**config.mk**
```make
export PLATFORM = sky130hd
export DESIGN_NAME = usb_irq_wrap
export DESIGN_NICKNAME = d
export VERILOG_FILES = /design/src/rtl/usbirq_pkg.sv /design/src/rtl/usbirq_group.sv /design/src/rtl/usbirq_arm.sv /design/src/rtl/usb_irq_wrap.sv
export SDC_FILE = /design/constraint.sdc
export NUM_CORES = 1
export LEC_CHECK = 0
export BUFFER_PORTS_ARGS = -buffer_cell sky130_fd_sc_hd__buf_2
export CAP_MARGIN = 10
export CELL_PAD_IN_SITES_DETAIL_PLACEMENT = 0
export CELL_PAD_IN_SITES_GLOBAL_PLACEMENT = 2
export CORE_ASPECT_RATIO = 1.75
export CORE_UTILIZATION = 37
export DETAILED_ROUTE_END_ITERATION = 10
export PLACE_DENSITY_LB_ADDON = 0.3
export REMOVE_ABC_BUFFERS = 1
export SYNTH_ARGS = -nofsm -noshare
export SYNTH_HDL_FRONTEND = slang
export SYNTH_HIERARCHICAL = 1
export SYNTH_SLANG_ARGS = --single-unit
```
**constraint.sdc**
```tcl
create_clock -name clk -period 4.8 [get_ports clk]
set_input_delay 0.24 -clock clk [delete_from_list [all_inputs] [get_ports clk]]
set_output_delay 0.24 -clock clk [all_outputs]
set_load 0.05 [all_outputs]
```
**src/rtl/usbirq_pkg.sv**
```systemverilog
package usbirq_pkg;
  localparam int DATA_W   = 32;
  localparam int CORE_W   = 9;
  localparam int CORE_LSB = 16;
  localparam logic [DATA_W-1:0] EP_VALID = 32'hFFFE_FFFF;

  typedef enum logic [4:0] {
    W_REV      = 5'd0,
    W_CTRL     = 5'd1,
    W_STAT     = 5'd2,
    W_EP_SRC   = 5'd8,
    W_EP_SET   = 5'd9,
    W_EP_CLR   = 5'd10,
    W_EP_MSK   = 5'd11,
    W_EP_MSET  = 5'd12,
    W_EP_MCLR  = 5'd13,
    W_EP_VIEW  = 5'd14,
    W_CO_SRC   = 5'd16,
    W_CO_SET   = 5'd17,
    W_CO_CLR   = 5'd18,
    W_CO_MSK   = 5'd19,
    W_CO_MSET  = 5'd20,
    W_CO_MCLR  = 5'd21,
    W_CO_VIEW  = 5'd22,
    W_EOI      = 5'd24
  } word_e;
endpackage

```
**src/rtl/usbirq_group.sv**
```systemverilog
module usbirq_group #(
  parameter int W = 32,
  parameter logic [W-1:0] VALID = '1
) (
  input  logic         clk,
  input  logic         rst_n,
  input  logic         srst_i,
  input  logic [W-1:0] evt_i,
  input  logic         wr_src_i,
  input  logic         wr_set_i,
  input  logic         wr_clr_i,
  input  logic         wr_msk_i,
  input  logic         wr_mset_i,
  input  logic         wr_mclr_i,
  input  logic [W-1:0] wdata_i,
  output logic [W-1:0] src_o,
  output logic [W-1:0] msk_o,
  output logic [W-1:0] view_o,
  output logic         pend_o
);
  logic [W-1:0] src_q, msk_q, src_d, msk_d, sw_src, sw_msk;

  always_comb begin
    sw_src = src_q;
    if (wr_src_i)      sw_src = wdata_i;
    else if (wr_set_i) sw_src = src_q | wdata_i;
    else if (wr_clr_i) sw_src = src_q & ~wdata_i;
    // hardware events are ORed after the clear so they are never lost
    src_d = (sw_src | evt_i) & VALID;

    sw_msk = msk_q;
    if (wr_msk_i)       sw_msk = wdata_i;
    else if (wr_mset_i) sw_msk = msk_q | wdata_i;
    else if (wr_mclr_i) sw_msk = msk_q & ~wdata_i;
    msk_d = sw_msk & VALID;
  end

  always_ff @(posedge clk or negedge rst_n) begin
    if (!rst_n) begin
      src_q <= '0;
      msk_q <= '0;
    end else if (srst_i) begin
      src_q <= '0;
      msk_q <= '0;
    end else begin
      src_q <= src_d;
      msk_q <= msk_d;
    end
  end

  assign src_o  = src_q;
  assign msk_o  = msk_q;
  assign view_o = src_q & msk_q;
  assign pend_o = |view_o;

  p_evt_wins_r4: assert property (@(posedge clk) disable iff (!rst_n)
    !srst_i |=> ((src_q & $past(evt_i & VALID)) == $past(evt_i & VALID)));
  p_unused_zero_r2: assert property (@(posedge clk) disable iff (!rst_n)
    ((src_q | msk_q) & ~VALID) == '0);
  p_srst_clears_r9: assert property (@(posedge clk) disable iff (!rst_n)
    srst_i |=> (src_q == '0 && msk_q == '0));
  p_set_alias_r3: assert property (@(posedge clk) disable iff (!rst_n)
    (wr_set_i && !srst_i) |=> ((src_q & $past(wdata_i & VALID)) == $past(wdata_i & VALID)));
endmodule

```
**src/rtl/usbirq_arm.sv**
```systemverilog
module usbirq_arm (
  input  logic clk,
  input  logic rst_n,
  input  logic pend_i,
  input  logic eoi_i,
  output logic irq_o
);
  logic armed_q, irq_q, fire;

  assign fire = armed_q & pend_i;

  always_ff @(posedge clk or negedge rst_n) begin
    if (!rst_n) begin
      armed_q <= 1'b1;
      irq_q   <= 1'b0;
    end else if (eoi_i) begin
      armed_q <= 1'b1;
      irq_q   <= 1'b0;
    end else if (fire) begin
      armed_q <= 1'b0;
      irq_q   <= 1'b1;
    end else begin
      irq_q   <= irq_q & pend_i;
    end
  end

  assign irq_o = irq_q;

  p_rise_needs_arm_r8: assert property (@(posedge clk) disable iff (!rst_n)
    $rose(irq_q) |-> ($past(armed_q) && !$past(eoi_i)));
  p_hold_needs_pend_r7: assert property (@(posedge clk) disable iff (!rst_n)
    irq_q |-> $past(pend_i));
  p_eoi_drops_r8: assert property (@(posedge clk) disable iff (!rst_n)
    eoi_i |=> (!irq_q && armed_q));
endmodule

```
**src/rtl/usb_irq_wrap.sv**
```systemverilog
module usb_irq_wrap #(
  parameter int ADDR_W = 7,
  parameter logic [31:0] REVISION = 32'h4EA2_0103
) (
  input  logic              clk,
  input  logic              rst_n,
  input  logic              cmd_valid,
  input  logic              cmd_write,
  input  logic [ADDR_W-1:0] cmd_addr,
  input  logic [31:0]       cmd_wdata,
  output logic              rd_valid,
  output logic [31:0]       rd_data,
  input  logic [31:0]       ep_evt_i,
  input  logic [8:0]        core_evt_i,
  input  logic              drvvbus_i,
  output logic              irq_o
);
  import usbirq_pkg::*;

  localparam int WORD_W = ADDR_W - 2;

  logic              aligned, wr, rd;
  logic [WORD_W-1:0] word;
  logic              srst_q;
  logic [DATA_W-1:0] ep_src, ep_msk, ep_view;
  logic [CORE_W-1:0] co_src, co_msk, co_view;
  logic              ep_pend, co_pend;
  logic              rd_valid_q;
  logic [DATA_W-1:0] rd_data_q, rd_mux;

  assign aligned = (cmd_addr[1:0] == 2'b00);
  assign word    = cmd_addr[ADDR_W-1:2];
  assign wr      = cmd_valid & cmd_write & aligned;
  assign rd      = cmd_valid & ~cmd_write;

  function automatic logic hit(input word_e w);
    return word == WORD_W'(w);
  endfunction

  always_ff @(posedge clk or negedge rst_n) begin
    if (!rst_n) srst_q <= 1'b0;
    else        srst_q <= wr & hit(W_CTRL) & cmd_wdata[0];
  end

  usbirq_group #(.W(DATA_W), .VALID(EP_VALID)) u_ep (
    .clk(clk), .rst_n(rst_n), .srst_i(srst_q), .evt_i(ep_evt_i),
    .wr_src_i(wr & hit(W_EP_SRC)), .wr_set_i(wr & hit(W_EP_SET)),
    .wr_clr_i(wr & hit(W_EP_CLR)), .wr_msk_i(wr & hit(W_EP_MSK)),
    .wr_mset_i(wr & hit(W_EP_MSET)), .wr_mclr_i(wr & hit(W_EP_MCLR)),
    .wdata_i(cmd_wdata), .src_o(ep_src), .msk_o(ep_msk),
    .view_o(ep_view), .pend_o(ep_pend)
  );

  usbirq_group #(.W(CORE_W), .VALID({CORE_W{1'b1}})) u_core (
    .clk(clk), .rst_n(rst_n), .srst_i(srst_q), .evt_i(core_evt_i),
    .wr_src_i(wr & hit(W_CO_SRC)), .wr_set_i(wr & hit(W_CO_SET)),
    .wr_clr_i(wr & hit(W_CO_CLR)), .wr_msk_i(wr & hit(W_CO_MSK)),
    .wr_mset_i(wr & hit(W_CO_MSET)), .wr_mclr_i(wr & hit(W_CO_MCLR)),
    .wdata_i(cmd_wdata[CORE_LSB +: CORE_W]), .src_o(co_src), .msk_o(co_msk),
    .view_o(co_view), .pend_o(co_pend)
  );

  usbirq_arm u_arm (
    .clk(clk), .rst_n(rst_n), .pend_i(ep_pend | co_pend),
    .eoi_i(wr & hit(W_EOI)), .irq_o(irq_o)
  );

  function automatic logic [DATA_W-1:0] core_word(input logic [CORE_W-1:0] f);
    return DATA_W'(f) << CORE_LSB;
  endfunction

  always_comb begin
    rd_mux = '0;
    if (aligned) begin
      if      (hit(W_REV))     rd_mux = REVISION;
      else if (hit(W_CTRL))    rd_mux = DATA_W'(srst_q);
      else if (hit(W_STAT))    rd_mux = DATA_W'(drvvbus_i);
      else if (hit(W_EP_SRC))  rd_mux = ep_src;
      else if (hit(W_EP_MSK))  rd_mux = ep_msk;
      else if (hit(W_EP_VIEW)) rd_mux = ep_view;
      else if (hit(W_CO_SRC))  rd_mux = core_word(co_src);
      else if (hit(W_CO_MSK))  rd_mux = core_word(co_msk);
      else if (hit(W_CO_VIEW)) rd_mux = core_word(co_view);
    end
  end

  always_ff @(posedge clk or negedge rst_n) begin
    if (!rst_n) begin
      rd_valid_q <= 1'b0;
      rd_data_q  <= '0;
    end else begin
      rd_valid_q <= rd;
      if (rd) rd_data_q <= rd_mux;
    end
  end

  assign rd_valid = rd_valid_q;
  assign rd_data  = rd_data_q;

  p_rd_latency_r12: assert property (@(posedge clk) disable iff (!rst_n)
    rd |=> rd_valid);
  p_no_spurious_rd_r12: assert property (@(posedge clk) disable iff (!rst_n)
    !rd |=> !rd_valid);
  p_revision_r1: assert property (@(posedge clk) disable iff (!rst_n)
    (rd && cmd_addr == ADDR_W'(0)) |=> (rd_data == REVISION && rd_data != '0));
  p_status_r10: assert property (@(posedge clk) disable iff (!rst_n)
    (rd && cmd_addr == ADDR_W'(8)) |=> (rd_data == {31'b0, $past(drvvbus_i)}));
  p_srst_pulse_r9: assert property (@(posedge clk) disable iff (!rst_n)
    srst_q |=> !srst_q || $past(wr && hit(W_CTRL) && cmd_wdata[0]));
endmodule

```
# Word-level counts from Yosys, hierarchy flattened
# Cells that the tools add are included.
op_classes:
  bitwise: 36
  n_eq_ne: 17
  n_mux: 30
  n_reduce_logical: 7
op_table:
  columns: ["operator", "count"]
  rows:
  - ["two-way mux 32 bit", 15]
  - ["bitwise AND 32 bit", 3]
  - ["bitwise OR 32 bit", 3]
  - ["two-way mux 25 bit", 3]
  - ["two-way mux 9 bit", 8]
  - ["== test 5 bit, second input constant", 8]
  - ["== test 5 x 4 -> 1 bit, second input constant", 7]
  - ["NOT 32 bit", 1]
  - ["OR reduction 32 bit", 1]
  - ["bitwise AND 9 bit", 3]
  - ["bitwise OR 9 bit", 3]
  - ["bitwise AND 1 bit", 20]
  - ["NOT 9 bit", 1]
  - ["OR reduction 9 bit", 1]
  - ["nonzero test 4 bit", 2]
  - ["== test 5 x 1 -> 1 bit, second input constant", 1]
  - ["== test 5 x 2 -> 1 bit, second input constant", 1]
  - ["zero test 5 bit", 1]
  - ["two-way mux 1 bit", 4]
  - ["zero test 2 bit", 1]
  - ["nonzero test 2 bit", 1]
  - ["NOT 1 bit", 1]
  - ["bitwise OR 1 bit", 1]
word_totals:
  wordCells: 100
  reg_bits: 118
  input_bits: 85
  out_inout_bits: 34

# Longest topological paths before layout
depth:
  depth_word: 11
  mapped_depth: 10
  ltp_nobuf: 7

# Cells and area by module
# The synthesis kept the hierarchy.
modules_own_cells:
  columns: ["mod", "seq_area_each_um2", "area_per_inst_um2", "n_inst", "cells_per_inst"]
  rows:
  - ["usbirq_group (u_ep)", 1551.5, 3300.7, 1, 356]
  - ["usb_irq_wrap", 850.8, 2738.9, 1, 316]
  - ["usbirq_group (u_core)", 450.4, 962.2, 1, 103]
  - ["usbirq_arm", 51.3, 76.3, 1, 6]

# Least setup slack after synthesis
# Ideal clock, no wire load.
synth_path:
  kind: "register to register"
  from: "register u_ep.msk_q[27] (netlist: u_ep/msk_o[27])"
  to: "register u_arm.irq_q (netlist: u_arm/irq_o)"
  path_buffers: 0
  synth_period_minus_slack_ns: 2.475
  setup_time_ns: 0.132
  stages_incl_launch_ff: 8
  arrival_time_ns: 2.343
  t_required_ns: 4.668
  setup_slack_ns: 2.325
  cell_sequence: "dfrtp_1 > and2_4 > or4_1 > or4_1 > or4_1 > or2_2 > inv_1 > nor3_2"
synth_via:
  elab_chain_cells: 6
  elab_cells_between_ends: 7
  cone_classes: "mux (2); bitwise (4); reduce/logical (1)"
synth_lines:
  columns: ["item", "line", "rtl"]
  rows:
  - ["start: declaration", "usbirq_group.sv:21", "logic [W-1:0] src_q, msk_q, src_d, msk_d, sw_src, sw_msk;"]
  - ["start signal: assignment", "usbirq_group.sv:47", "msk_q <= msk_d;"]
  - ["bitwise AND 32 bit *", "usbirq_group.sv:53", "assign view_o = src_q & msk_q;"]
  - ["via ep_view[27]", "usb_irq_wrap.sv:25", "logic [DATA_W-1:0] ep_src, ep_msk, ep_view;"]
  - ["OR reduction 32 bit *", "usbirq_group.sv:54", "assign pend_o = |view_o;"]
  - ["via ep_pend", "usb_irq_wrap.sv:27", "logic ep_pend, co_pend;"]
  - ["bitwise OR 1 bit *", "usb_irq_wrap.sv:64", ".clk(clk), .rst_n(rst_n), .pend_i(ep_pend | co_pend),"]
  - ["bitwise AND 1 bit (on tied branches)", "usbirq_arm.sv:23, usbirq_arm.sv:10", null]
  - ["two-way mux 1 bit *", "usbirq_arm.sv:19", "end else if (fire) begin"]
  - ["two-way mux 1 bit *", "usbirq_arm.sv:16", "end else if (eoi_i) begin"]
  - ["end signal: assignment", "usbirq_arm.sv:23", "irq_q <= irq_q & pend_i;"]
  - ["end: declaration", "usbirq_arm.sv:8", "logic armed_q, irq_q, fire;"]
# The timed path passes the listed nets; every way through them passes the cells marked *.
# A chain may end at the register's enable or synchronous reset.

# Worst setup path after layout
# Same ends and word-level chain as after synthesis.

==> results.md <==
* Antenna diode count at 0
* Achievable Freq at 0.3634 GHz
* Placer Congestion at roughly 0.86
* Worst ir drop on vdd at ~0.18 mV
* Die X at 106.6 µm
* Final min period at ~2800 ps
* H-tree depth at 4
* CP startpoint kind: flip-flop
* First-pass GRT wire length at 37.64 mm
* Drt total wl at between 20 and 25 mm
* Clk_skew at around 8.7 ps
* Core footprint at roughly 0.019 mm²
* Adder-cell share of the synthesized area at 0%
* Site Rows at 66
* Worst Path Required at around 5100 ps
* Mean Syn Cell Area at around 9 µm²
* TritonRoute pass-1 iters at 5
* Setup TNS at 0 ps
* Status: complete, but fails checks
* WP data arrival at ~3000 ps
* Failing checks: negative hold slack
* Die Area at about 0.02 mm²
* # hold bufs at CTS at 0
* Worst-case reg-to-reg path depth at 7
* Max_cap viols at 0
* Routed wire per std cell at between 20 and 25 µm
* Worst r2r src: u_ep/msk_o[27]
* Max Root-Sink Buffers at 2
* CTS tree: built
* Clk_lat worst skew at 420 ps
* Hold Vio Cnt, Final at 36
* RSZ-0062 raised after global routing: false
* Worst setup path start: u_ep/msk_o[27]
* Synth Area in Compound Gates at about a quarter
* Die height at 185.0 µm
* Asr flop ratio synth at 100.0%
* Final worst-path cycle share at a little under three fifths
* All-layer global routing usage at 25.33%
* Antenna viol nets, final at 0
* Starting DRT DRC Count at between 400 and 500
* Port bufs at approximately 120
* Final non-filler cell total at ~1100
* Hold Crit Class: input pin to async pin
* Clk Tree Root Cell: clkbuf_16
* Post-synth EDFFs at 0
* CTS buffer count at 17
* CP Max Fanout at 3
* Synth Area in Simple Gates at 23.03%
* Largest net degree at the start of global routing at between 70 and 80
* Total global routing overflow at 0
* Post-layout util at between 40% and 50%
* XOR/XNOR share of the synthesized area at less than 1%
* Top Ports at between 100 and 150
* Total power at around 2.7 mW
* Vias in the first global route at ~6600
* Vias per inst at about 6
* Hold slack at -26.58 ps
* DR DRC count at 0
* Nets at 946
* Lkg Pwr at 3.837 nW
* Commonest cells after routing, fill and taps aside: buf_2 (116), dfrtp_1 (114), a21oi_1 (91)
* Layout cell share with drive strength beyond 1 at 21.17%
* Via Count at between 6000 and 7000
* Post-synthesis sequential area ratio at approximately 41%
* Synth Register Bits at ~120
* Final setup viols at 0
* Most common cell after layout, fill and taps aside: buf_2
* Slew of the pin with the lowest slew margin at between 1000 and 1500 ps
* Top FF cell, synth: dfrtp_1
* Crit Path Category: flip-flop to flip-flop
* Clock-pin slew on the worst setup and hold paths at 60 ps
* Power Density at 318.5 mW/mm²
* Starting density of the core at 37.93%
* Initial antenna violation count at 0
* Post-Syn Area at between 0.007 and 0.008 mm²
* Yosys warnings at 6
* Max-slew violation count at 0
* CTS sink cnt at between 100 and 150
* Area Overhead vs Synth at 17.98%
* Largest family of logic cells by synthesized area: compound AO/OA/AOI/OAI gates
* CP Capture Type: flip-flop
* Hpwl dp at between 15 and 20 mm
* Synthesized instance count at between 700 and 800
* Slew headroom at around a quarter
* Fillers at 1934
* Post-CTS sizing at 0
* Post-synth cell types at 63
* Placed insts at 1080
* Post-CTS Setup Inserts at 0
* Mux share of post-synthesis cell area at between 5 and 6%
-- power breakdown --
| part | internal [mW] | total [mW] | switching (mW) |
|---|---|---|---|
| combinational | 0.122 | 0.321 | 0.199 |
| clock | 0.785 | 1.29 | 0.508 |
| sequential | 1.01 | 1.05 | 0.0316 |
-- kinds of logic (layout without fill, tap and decap cells) --
kind of cell | Yosys count | after routing
xor+xnor | 1 | 1
simple gates | 286 | 286
other cells | 1 | 3
buf+inv | 90 | 181
mux | 40 | 40
compound gates | 247 | 247
flops | 116 | 116
-- synth_stat cells, types with 6 or more instances --
| cell type | instances | share of area (%) |
|---|---|---|
| dfrtp_1 | 115 | 41 |
| a21oi_1 | 91 | 6.4 |
| nor2_1 | 56 | 3.0 |
| nand2_1 | 52 | 2.8 |
| a22oi_1 | 51 | 5.4 |
| clkbuf_1 | 43 | 2.3 |
| and2_1 | 42 | 3.7 |
| mux2i_1 | 40 | 5.7 |
| nand3b_1 | 39 | 4.1 |
| a221o_1 | 28 | 4.0 |
| and3_1 | 26 | 2.3 |
| a22o_1 | 19 | 2.4 |
| inv_1 | 18 | 0.95 |
| nor3b_1 | 13 | 1.4 |
| buf_2 | 12 | 0.85 |
| nand3_1 | 12 | 0.85 |
| o21ai_0 | 10 | 0.71 |
| o21ai_1 | 9 | 0.64 |
| o211ai_1 | 8 | 0.85 |
| buf_1 | 7 | 0.37 |
| or4_1 | 7 | 0.74 |
| buf_4 | 6 | 0.64 |
| or2_2 | 6 | 0.53 |
-- layer usage --
metal  share of wire (%)  global-route usage (%)
met1                  39                   29.18
met5                   0                       0
met4                 3.0                   11.29
met3                 4.7                   3.519
met2                  53                   46.10
-- worst paths after layout --
kind | slack (ps) | endpoint
worst max-delay path | 2050 | u_arm/irq_o
min in group clk | 50 | u_ep/src_o[30]
worst max register to register | 2050 | u_arm/irq_o
worst min register to register | 520 | rd_data[10]
max in group asynchronous | 3580 | srst_q
worst min-delay path | -30 | u_core/src_o[4]
-- through the flow --
step	instance area, µm²	setup slack, ps	hold WS [ps]
3_5_place_dp	7757	1993	446.8
5_1_grt	8351	1972	49.89
6_report	8351	2048	-26.58
4_1_cts	8351	2050	11.33
3_3_place_gp	7757	2002	426.5
2_1_floorplan	6748	1143	-55.59
-- worst max-delay path, stage by stage (launching register included) --
cell and delay (ps):
dfrtp_1 390, and2_4 160, or4_1 550, or4_1 520, or4_1 550, or2_2 310
inv_1 90, nor3_2 50
-- sequential cells by signal, indices dropped and copies added (netlist names) --
signal         count
u_ep/src_o        31
u_arm/armed_q      1
u_core/msk_o       9
u_ep/msk_o        31
srst_q             1
rd_valid           1
rd_data           32
u_arm/irq_o        1
u_core/src_o       9
-- area by class of cell --
class	count	area, µm²	share of cell area, %
Sequential cell	116	2905	34.79
Tap cell	238	297.8	3.566
Clock buffer	19	442.9	5.304
Clock inverter	13	150.1	1.798
Timing Repair Buffer	131	693.2	8.301
Multi-Input combinational cell	577	3794	45.43
Inverter	18	67.56	0.8091
No activity file was read; power rests on OpenSTA's default activity.
